[src/rtl/booth_pkg.sv]
package booth_pkg;

    localparam int unsigned OP_W = 32;

    typedef struct packed {
        logic neg;
        logic one;
        logic two;
    } digit_t;

endpackage

[src/rtl/booth_extend.sv]
module booth_extend #(
    parameter int unsigned W = 32
) (
    input  logic [W-1:0] op_i,
    input  logic         signed_i,
    output logic [W:0]   ext_o
);

    logic top_d;

    always_comb begin
        top_d = signed_i & op_i[W-1];
        ext_o = {top_d, op_i};
    end

endmodule

[src/rtl/booth_recoder.sv]
module booth_recoder (
    input  logic [2:0]        trip_i,
    output booth_pkg::digit_t dig_o
);

    always_comb begin
        dig_o = '0;
        unique case (trip_i)
            3'b001, 3'b010: dig_o.one = 1'b1;
            3'b011:         dig_o.two = 1'b1;
            3'b100: begin
                dig_o.two = 1'b1;
                dig_o.neg = 1'b1;
            end
            3'b101, 3'b110: begin
                dig_o.one = 1'b1;
                dig_o.neg = 1'b1;
            end
            default:        dig_o = '0;
        endcase
    end

endmodule

[src/rtl/booth_row.sv]
module booth_row #(
    parameter int unsigned EW = 33,
    localparam int unsigned RW = EW + 1
) (
    input  logic [EW-1:0]     b_i,
    input  booth_pkg::digit_t dig_i,
    output logic [RW-1:0]     row_o
);

    logic [RW-1:0] b_ext_d;
    logic [RW-1:0] b_dbl_d;

    always_comb begin
        b_ext_d = {b_i[EW-1], b_i};
        b_dbl_d = {b_i, 1'b0};
    end

    for (genvar j = 0; j < RW; j++) begin : g_bit
        always_comb begin
            row_o[j] = ((dig_i.one & b_ext_d[j]) | (dig_i.two & b_dbl_d[j])) ^ dig_i.neg;
        end
    end

    always_comb begin
        assert_sel_onehot_R3: assert ($onehot0({dig_i.one, dig_i.two}))
            else $error("both magnitude selects high");
        assert_neg_needs_sel_R4: assert (!dig_i.neg || dig_i.one || dig_i.two)
            else $error("negate set on a zero digit");
        assert_zero_row_R6: assert (dig_i.one || dig_i.two || row_o == '0)
            else $error("zero digit produced a nonzero row");
    end

endmodule

[src/rtl/booth_ppgen.sv]
module booth_ppgen #(
    parameter int unsigned W = booth_pkg::OP_W,
    localparam int unsigned EW   = W + 1,
    localparam int unsigned PADW = EW + 2,
    localparam int unsigned NG   = (EW + 1) / 2,
    localparam int unsigned RW   = EW + 1,
    localparam int unsigned PW   = 2 * W
) (
    input  logic [W-1:0]     mplier_i,
    input  logic             mplier_signed_i,
    input  logic [W-1:0]     mcand_i,
    input  logic             mcand_signed_i,
    output logic [NG*PW-1:0] pp_rows_o,
    output logic [NG-1:0]    pp_neg_o
);

    logic [EW-1:0]   mplier_ext;
    logic [EW-1:0]   mcand_ext;
    logic [PADW-1:0] mplier_pad_d;

    booth_extend #(.W(W)) i_ext_mplier (
        .op_i     (mplier_i),
        .signed_i (mplier_signed_i),
        .ext_o    (mplier_ext)
    );

    booth_extend #(.W(W)) i_ext_mcand (
        .op_i     (mcand_i),
        .signed_i (mcand_signed_i),
        .ext_o    (mcand_ext)
    );

    always_comb begin
        mplier_pad_d = {mplier_ext[EW-1], mplier_ext, 1'b0};
    end

    always_comb begin
        assert_ext_unsigned_R1: assert (mplier_signed_i || !mplier_ext[EW-1])
            else $error("unsigned multiplier widened with a 1");
        assert_ext_signed_R2: assert (!mcand_signed_i || mcand_ext[EW-1] == mcand_i[W-1])
            else $error("signed multiplicand not sign-extended");
    end

    for (genvar i = 0; i < NG; i++) begin : g_grp
        localparam logic [PW-1:0] LOW_MASK = (PW'(1) << (2 * i)) - PW'(1);

        booth_pkg::digit_t dig;
        logic [RW-1:0]     row;
        logic [PW-1:0]     placed_d;

        booth_recoder i_rec (
            .trip_i (mplier_pad_d[2*i+2 -: 3]),
            .dig_o  (dig)
        );

        booth_row #(.EW(EW)) i_row (
            .b_i   (mcand_ext),
            .dig_i (dig),
            .row_o (row)
        );

        always_comb begin
            placed_d = {{(PW-RW){row[RW-1]}}, row} << (2 * i);
            pp_rows_o[i*PW +: PW] = placed_d;
            pp_neg_o[i] = dig.neg;
        end

        always_comb begin
            assert_row_aligned_R7: assert ((pp_rows_o[i*PW +: PW] & LOW_MASK) == '0)
                else $error("row %0d has bits below its weight", i);
        end
    end

endmodule

[config.mk]
export PLATFORM = sky130hd
export DESIGN_NAME = booth_ppgen
export DESIGN_NICKNAME = d
export VERILOG_FILES = /design/src/rtl/booth_pkg.sv /design/src/rtl/booth_extend.sv /design/src/rtl/booth_recoder.sv /design/src/rtl/booth_row.sv /design/src/rtl/booth_ppgen.sv
export SDC_FILE = /design/constraint.sdc
export NUM_CORES = 1
export LEC_CHECK = 0
export BUFFER_PORTS_ARGS = -buffer_cell sky130_fd_sc_hd__clkbuf_2
export CAP_MARGIN = 10
export CORE_AREA = 2 2 454 456
export DETAILED_ROUTE_END_ITERATION = 10
export DIE_AREA = 0 0 456 458
export PLACE_DENSITY = 0.33
export SLEW_MARGIN = 0
export SYNTH_ARGS = -nofsm -noshare
export SYNTH_HDL_FRONTEND = slang
export SYNTH_SLANG_ARGS = --single-unit
[constraint.sdc]
create_clock -name vclk -period 4.1
set_input_delay 0.615 -clock vclk [all_inputs]
set_output_delay 0.615 -clock vclk [all_outputs]
set_load 0.01 [all_outputs]
Word level (Yosys, flattened, before mapping)
Cells that the tools add are included.
- bitwise gates (word level): 2256
- mux-type cells: 51
- reduce and logical (&&, ||, !) cells: 50
- equality and inequality tests: 99
- operators with widths (operator ; number):
    $and 1x1->1 ; 1121
    $xor 1x1->1 ; 576
    $or 1x1->1 ; 559
    $eq 3x3->1 const B ; 48
    $eq 3x2->1 const B ; 32
    $reduce_or 4->1 ; 16
    $mux 1 ; 51
    $eq 3x1->1 const B ; 16
    $reduce_or 3->1 ; 16
    $reduce_or 2->1 ; 18
    $eq 2x2->1 const B ; 2
    $eq 2x1->1 const B ; 1
- register bits after elaboration: 0
- word-level logic and storage cells: 2456
- output and inout port bits: 1105

Logic depth before layout (Yosys ltp)
Gate-level depths: netlist of run 1.
- word-level depth: 7
- gate-level depth with buffers: 9
- gate-level depth less buffers: 6

Modules after synthesis
Synthesis of run 1 repeated with hierarchy kept, for this count alone.
- cells, all modules: 2026
- area total of the unflattened synthesis: 19351.1 um^2
- modules (own cells, without submodules) (module ; seq. area each (um^2) ; times used ; area an instance (um^2) ; cells an instance):
    booth_row ; 0.0 ; 17 ; 850.8 ; 80
    booth_ppgen ; 0.0 ; 1 ; 3847.4 ; 513
    booth_recoder ; 0.0 ; 17 ; 31.3 ; 5
    booth_extend ; 0.0 ; 2 ; 254.0 ; 34

Least setup slack after synthesis of run 1
Ideal clock, no wire load.
- path type: input to output
- start: in mcand_i[31]
- end: out pp_rows_o[100]
- stages: 5
- setup slack: 0.048 ns
- arrival time: 3.437 ns
- path buffers: 3
- path through: buf_2 nand2_1 clkbuf_1 o31ai_1 buf_4
- word-level cells in the longest chain between the ends: 4
- RTL lines (item ; line ; RTL):
    start, declared ; booth_ppgen.sv:11 ; input logic [W-1:0] mcand_i,
    $and 1x1->1 (*) ; booth_extend.sv:12 ; top_d = signed_i & op_i[W-1];
    $and 1x1->1 ; booth_row.sv:20 ; row_o[j] = ((dig_i.one & b_ext_d[j]) | (dig_i.two & b_dbl_d[j])) ^ dig_i.neg;
    $or 1x1->1 (*) ; booth_row.sv:20 ;
    $xor 1x1->1 (*) ; booth_row.sv:20 ;
    end, declared ; booth_ppgen.sv:13 ; output logic [NG*PW-1:0] pp_rows_o,
Mark *: on every way between the ends. The rest lies on a longest branch, timed or not.

Worst setup path in the final report of run 1
- start: in mplier_i[23]
- end: out pp_rows_o[808]
- word-level cells in the longest chain between the ends: 6
- RTL lines (item ; line ; RTL):
    start, declared ; booth_ppgen.sv:9 ; input logic [W-1:0] mplier_i,
    $eq 3x1->1, or another cell as far along ; booth_recoder.sv:8 ; unique case (trip_i)
    $reduce_or 4->1 (no line) / $reduce_or 2->1 (equally long branches) ; - ;
    $mux 1 ; booth_recoder.sv:8 ;
    $and 1x1->1 ; booth_row.sv:20 ;
    $or 1x1->1 ; booth_row.sv:20 ;
    $xor 1x1->1 (*) ; booth_row.sv:20 ;
Marks and branches as above.

==> results by group, run 1 <==
Timing
  – Final min period: 3.53 ns
  – Slew Limit Fails: 0
  – Tcrit/Tclk final: 86.1%
  – Worst Tran Pin Value: 1.34 ns
  – RSZ-0062 raised after global routing: false
  – F_max: 283 MHz
  – Hold Fails Final Rpt: 0
  – Setup violators final: 0
  – Setup total negative slack: 0 ns
  – Relative slew slack: 10.6%

Synthesis
  – Synth unique cells: 44
  – Sequential fraction of the synthesis area: 0%
  – Most frequent cell after synthesis: buf_4
  – Synth Cell Area: 18900 um^2
  – Avg Inst Size Synth: 6.97 um^2
  – Synth Instances: 2717
  – Top cell type by total area after synthesis: buf_4
  – Top cells by area, synth: buf_4 20%, xor2_1 18%, a22oi_1 14%, o21ai_0 8.7%, clkbuf_1 6.4%
  – Post-synth top cells: 515 x buf_4, 384 x xor2_1, 360 x a22oi_1, 329 x o21ai_0, 324 x clkbuf_1
  – Synthesis Warnings: 0
  – Area fraction of the dominant cell type after synthesis: 20.4%

Placed design
  – DP Wirelength: 106000 um
  – GPL Wtd Cong: 0.762
  – Port bufs: 898

Floorplan
  – Die Height: 458 um
  – Ports: 1171
  – Core area: 204000 um^2
  – Die Width: 456 um
  – DIE AREA: 209000 um^2
  – Placement row count: 166
  – Initial Util: 9.29%

Routing
  – WL per Instance: 23.9 um
  – Final WL: 137000 um
  – Via count: 21803
  – Initial DRC Count: 1715
  – Drt via density: 3.79
  – Post-route ant nets: 0
  – Pre-Repair DR Iteration Count: 7
  – Drt drc: 0

GRT
  – Vias in the first global route: 19304
  – Initial antenna violation count: 8
  – Most Used Layer, Global Route: met2
  – GR met1 Demand/Resource: 15.8%
  – Pin count of the biggest net entering global routing: 53
  – Global Route Usage Sum: 12.1%
  – Met3 Use GR: 0.922%
  – Total grt overflow: 0
  – First-pass GRT wire length: 179000 um
  – GRT met2 Usage: 22.0%

Critical path
  – WP data arrival: 2.92 ns
  – Slowest cell delay on critical path: 0.48 ns
  – Worst Path Required: 3.48 ns
  – Critical path's slowest cell: or3b_2
  – Crit. End Element: primary output
  – CP Cell Sequence: clkbuf_2, inv_1, ha_2, nand2_1, buf_4, or3b_2, o221ai_1, clkbuf_2
  – WS Path Type: primary input to primary output
  – Crit path max fanout: 21
  – CP Launch Type: primary input
  – Cell mode on critical path: clkbuf_2

Min path
  – Hold crit path type: primary input to primary output

Finish
  – Seq cells: 0
  – Clock buffer count: 0
  – Area Overhead vs Synth: 25.2%
  – FF/Latch Area: 0 um^2
  – Layout fillers: 23783
  – Layout cells sized above 1: 38.7%
  – Post-layout net count: 3128

Status
  – Status: finished clean

Run
  – Maxcap violations: 0

Clocking
  – Post-CTS sizing: 0
  – Post-CTS Hold Fix Bufs: 0
  – Setup bufs post-CTS: 0
-- kinds of logic (layout without fill, tap and decap cells) --
family	count (synthesis)	in the layout	share of synthesized area [%]
muxes	65	65	3.46
and+or+nand+nor	235	235	6.86
xor gates and xnor gates	388	388	18.0
AOI/OAI and AO/OA	1034	1034	40.0
buffers and inverters	982	1041	30.9
other	1	286	0.0198
adders and majority gates	12	12	0.793
-- through the flow --
stage               hold WS, ns  instance area, um^2  utilization [%]  cells  setup WS [ns]
finish                     1.53                23700             11.6   5749          0.569
global route               1.55                23700             11.6   5737          0.473
CTS                        1.53                23700             11.6   5736          0.602
detailed placement         1.53                23700             11.6   5736          0.600
global placement           1.52                23700             11.6   5736          0.586
floorplan                  1.28                20000                -   2989         0.0484
-- layout by cell type, fill, tap and decap left out, drive strengths merged, types with 9 or more instances in the layout --
master	instances
a21o	12
a21oi	34
a221o	43
a221oi	125
a22o	32
a22oi	360
a2bb2oi	9
and2	46
and3b	11
buf	167
clkbuf	862
conb	273
diode	13
ha	12
inv	12
mux2i	62
nand2	49
nand3	10
nor2	62
nor3	13
o21a	14
o21ai	348
o221ai	31
o31ai	14
or3b	43
xor2	384
-- critical path: cells and delay by family --
family | cells | cell delay, ns
simple gates | 2 | 0.90
buf+inv | 4 | 0.85
fa+ha+maj | 1 | 0.43
compound gates | 1 | 0.09
-- metal layers --
layer / share of wire [%] / vias to the layer above
met5: 0 / -
met4: 1.7 / 0
met3: 4.5 / 107
met2: 51 / 1034
met1: 43 / 11034
li1: - / 9628
-- cell type report --
cell class         count  area [um^2]  area share, %
inverters             12         45.0          0.190
diodes                13         32.5          0.137
repair buffers      1029         5810           24.5
multi-input cells   2007        14400           61.0
well taps           2688         3360           14.2
-- worst paths after layout --
kind                   startpoint              end  cells past startpoint
setup / recovery     mplier_i[23]   pp_rows_o[808]                      8
hold / removal    mplier_signed_i  pp_rows_o[1087]                      3
==> run 2, diff against run 1 <==
- ABC_CLOCK_PERIOD_IN_PS: unset -> 4100
- CORE_AREA: 2 2 454 456 -> 2 2 459 461
- DIE_AREA: 0 0 456 458 -> 0 0 461 463
- SLEW_MARGIN: 0 -> 20
- SYNTH_HIERARCHICAL: unset -> 1
==> results by group, run 2 <==
Placed design
  – DP Wirelength: 90600 um (was 106000 um)
  – Post-Place Cells: 5348 (was 5736)
  – GPL Wtd Cong: 0.742 (was 0.762)
  – Port bufs: 899 (was 898)
  – Post-DP Area: 23800 um^2 (was 23700 um^2)

GRT
  – GR met1 Demand/Resource: 12.9% (was 15.8%)
  – Met3 Use GR: 0.929% (was 0.922%)
  – Total grt overflow: 0 (unchanged)
  – Most Used Layer, Global Route: met2 (unchanged)
  – Pin count of the biggest net entering global routing: 36 (was 53)
  – First-pass GRT wire length: 153000 um (was 179000 um)
  – Global Route Usage Sum: 10.5% (was 12.1%)
  – Initial antenna violation count: 5 (was 8)
  – GRT met2 Usage: 19.3% (was 22.0%)
  – Vias in the first global route: 15479 (was 19304)

Floorplan
  – Die Height: 463 um (was 458 um)
  – Die Width: 461 um (was 456 um)
  – Core area: 209000 um^2 (was 204000 um^2)
  – Initial Util: 9.26% (was 9.29%)
  – Ports: 1171 (unchanged)
  – Placement row count: 168 (was 166)
  – DIE AREA: 213000 um^2 (was 209000 um^2)

Min path
  – Hold crit path type: primary input to primary output (unchanged)
  – Worst hold endpoint: pp_rows_o[482] (was pp_rows_o[1087])
  – Hold_sp: mcand_i[20] (was mplier_signed_i)
  – Hold Path Depth: 4 (was 3)

Clocking
  – Post-CTS Hold Fix Bufs: 0 (unchanged)
  – Post-CTS sizing: 0 (unchanged)
  – Setup bufs post-CTS: 0 (unchanged)

Critical path
  – CP Launch Type: primary input (unchanged)
  – WS Path Type: primary input to primary output (unchanged)
  – WP data arrival: 2.82 ns (was 2.92 ns)
  – Worst Path Required: 3.48 ns (about the same)
  – Crit path launch: mplier_i[31] (was mplier_i[23])
  – Crit. End Element: primary output (unchanged)
  – Crit path max fanout: 23 (was 21)

Finish
  – Post-layout net count: 2611 (was 3128)
  – Clock buffer count: 0 (unchanged)
  – FF/Latch Area: 0 um^2 (unchanged)
  – Seq cells: 0 (unchanged)
  – Design area: 23800 um^2 (was 23700 um^2)
  – Leading cell type in the layout, fill and taps excluded: clkbuf_2 (unchanged)
  – Layout cells sized above 1: 64.1% (was 38.7%)
  – Most frequent cells in the layout: 867 x clkbuf_2, 571 x xnor2_1, 543 x a22oi_2 (was 862 x clkbuf_2, 372 x xor2_1, 360 x a22oi_1)
  – Area Overhead vs Synth: 23.1% (was 25.2%)
  – Finished Layout Cells: 5351 (was 5749)
  – End-of-flow core utilization: 11.4% (was 11.6%)

Routing
  – Post-route ant nets: 0 (unchanged)
  – Drt drc: 0 (unchanged)
  – Drt via density: 3.07 (was 3.79)
  – Initial DRC Count: 809 (was 1715)
  – Pre-Repair DR Iteration Count: 5 (was 7)
  – WL per Instance: 22.4 um (was 23.9 um)
  – Via count: 16440 (was 21803)
  – Final WL: 120000 um (was 137000 um)

Timing
  – Slew Limit Fails: 0 (unchanged)
  – Setup total negative slack: 0 ns (unchanged)
  – Worst Tran Pin Value: 1.13 ns (was 1.34 ns)
  – Setup violators final: 0 (unchanged)
  – Tcrit/Tclk final: 83.9% (was 86.1%)
  – Relative slew slack: 24.7% (was 10.6%)
  – Hold Fails Final Rpt: 0 (unchanged)
  – Final min period: 3.44 ns (was 3.53 ns)
  – RSZ-0062 raised after global routing: false (unchanged)
  – F_max: 291 MHz (was 283 MHz)

Run
  – Maxcap violations: 0 (unchanged)

Synthesis
  – Synth Cell Area: 19300 um^2 (was 18900 um^2)
  – Avg Inst Size Synth: 9.55 um^2 (was 6.97 um^2)
  – Synthesis Warnings: 6 (was 0)
  – Synth Instances: 2022 (was 2717)

Status
  – Status: finished clean (unchanged)
-- run 2: stage by stage --
| step | setup slack (ns) | hold WS, ns |
|---|---|---|
| final | 0.661 | 1.79 |
| after global routing | 0.441 | 1.82 |
| after CTS | 0.483 | 1.80 |
| after detailed placement | 0.489 | 1.80 |
| after global placement | 0.535 | 1.80 |
| after floorplan | 0.526 | 1.51 |
-- run 2: cell type report --
cell class	instances	area [um^2]
multi-input cells	1514	14200
repair buffers	1029	6080
fillers	24269	185000
well taps	2805	3510
diodes	3	7.51
-- run 2: metal layers --
metal / share of wire (%) / wire length [um]
met4: 3.1 / 3740
met3: 4.9 / 5910
met2: 51 / 61500
met5: 0 / 0
met1: 41 / 48800
-- run 2: how the worst max path moves through the flow --
| stage | depth (start not counted) | slack [ns] | end |
|---|---|---|---|
| floorplan | 6 | 0.53 | pp_rows_o[34] |
| global placement | 6 | 0.53 | pp_rows_o[505] |
| detailed placement | 6 | 0.49 | pp_rows_o[505] |
| CTS | 6 | 0.48 | pp_rows_o[505] |
| global route | 6 | 0.44 | pp_rows_o[509] |
| finish | 6 | 0.66 | pp_rows_o[1070] |
-- run 2: worst max-delay path, stage by stage --
cell and delay [ns]:
clkbuf_2 0.22, and2_1 0.45, and2_2 0.74, buf_4 0.40, xnor2_1 0.17, clkbuf_2 0.16
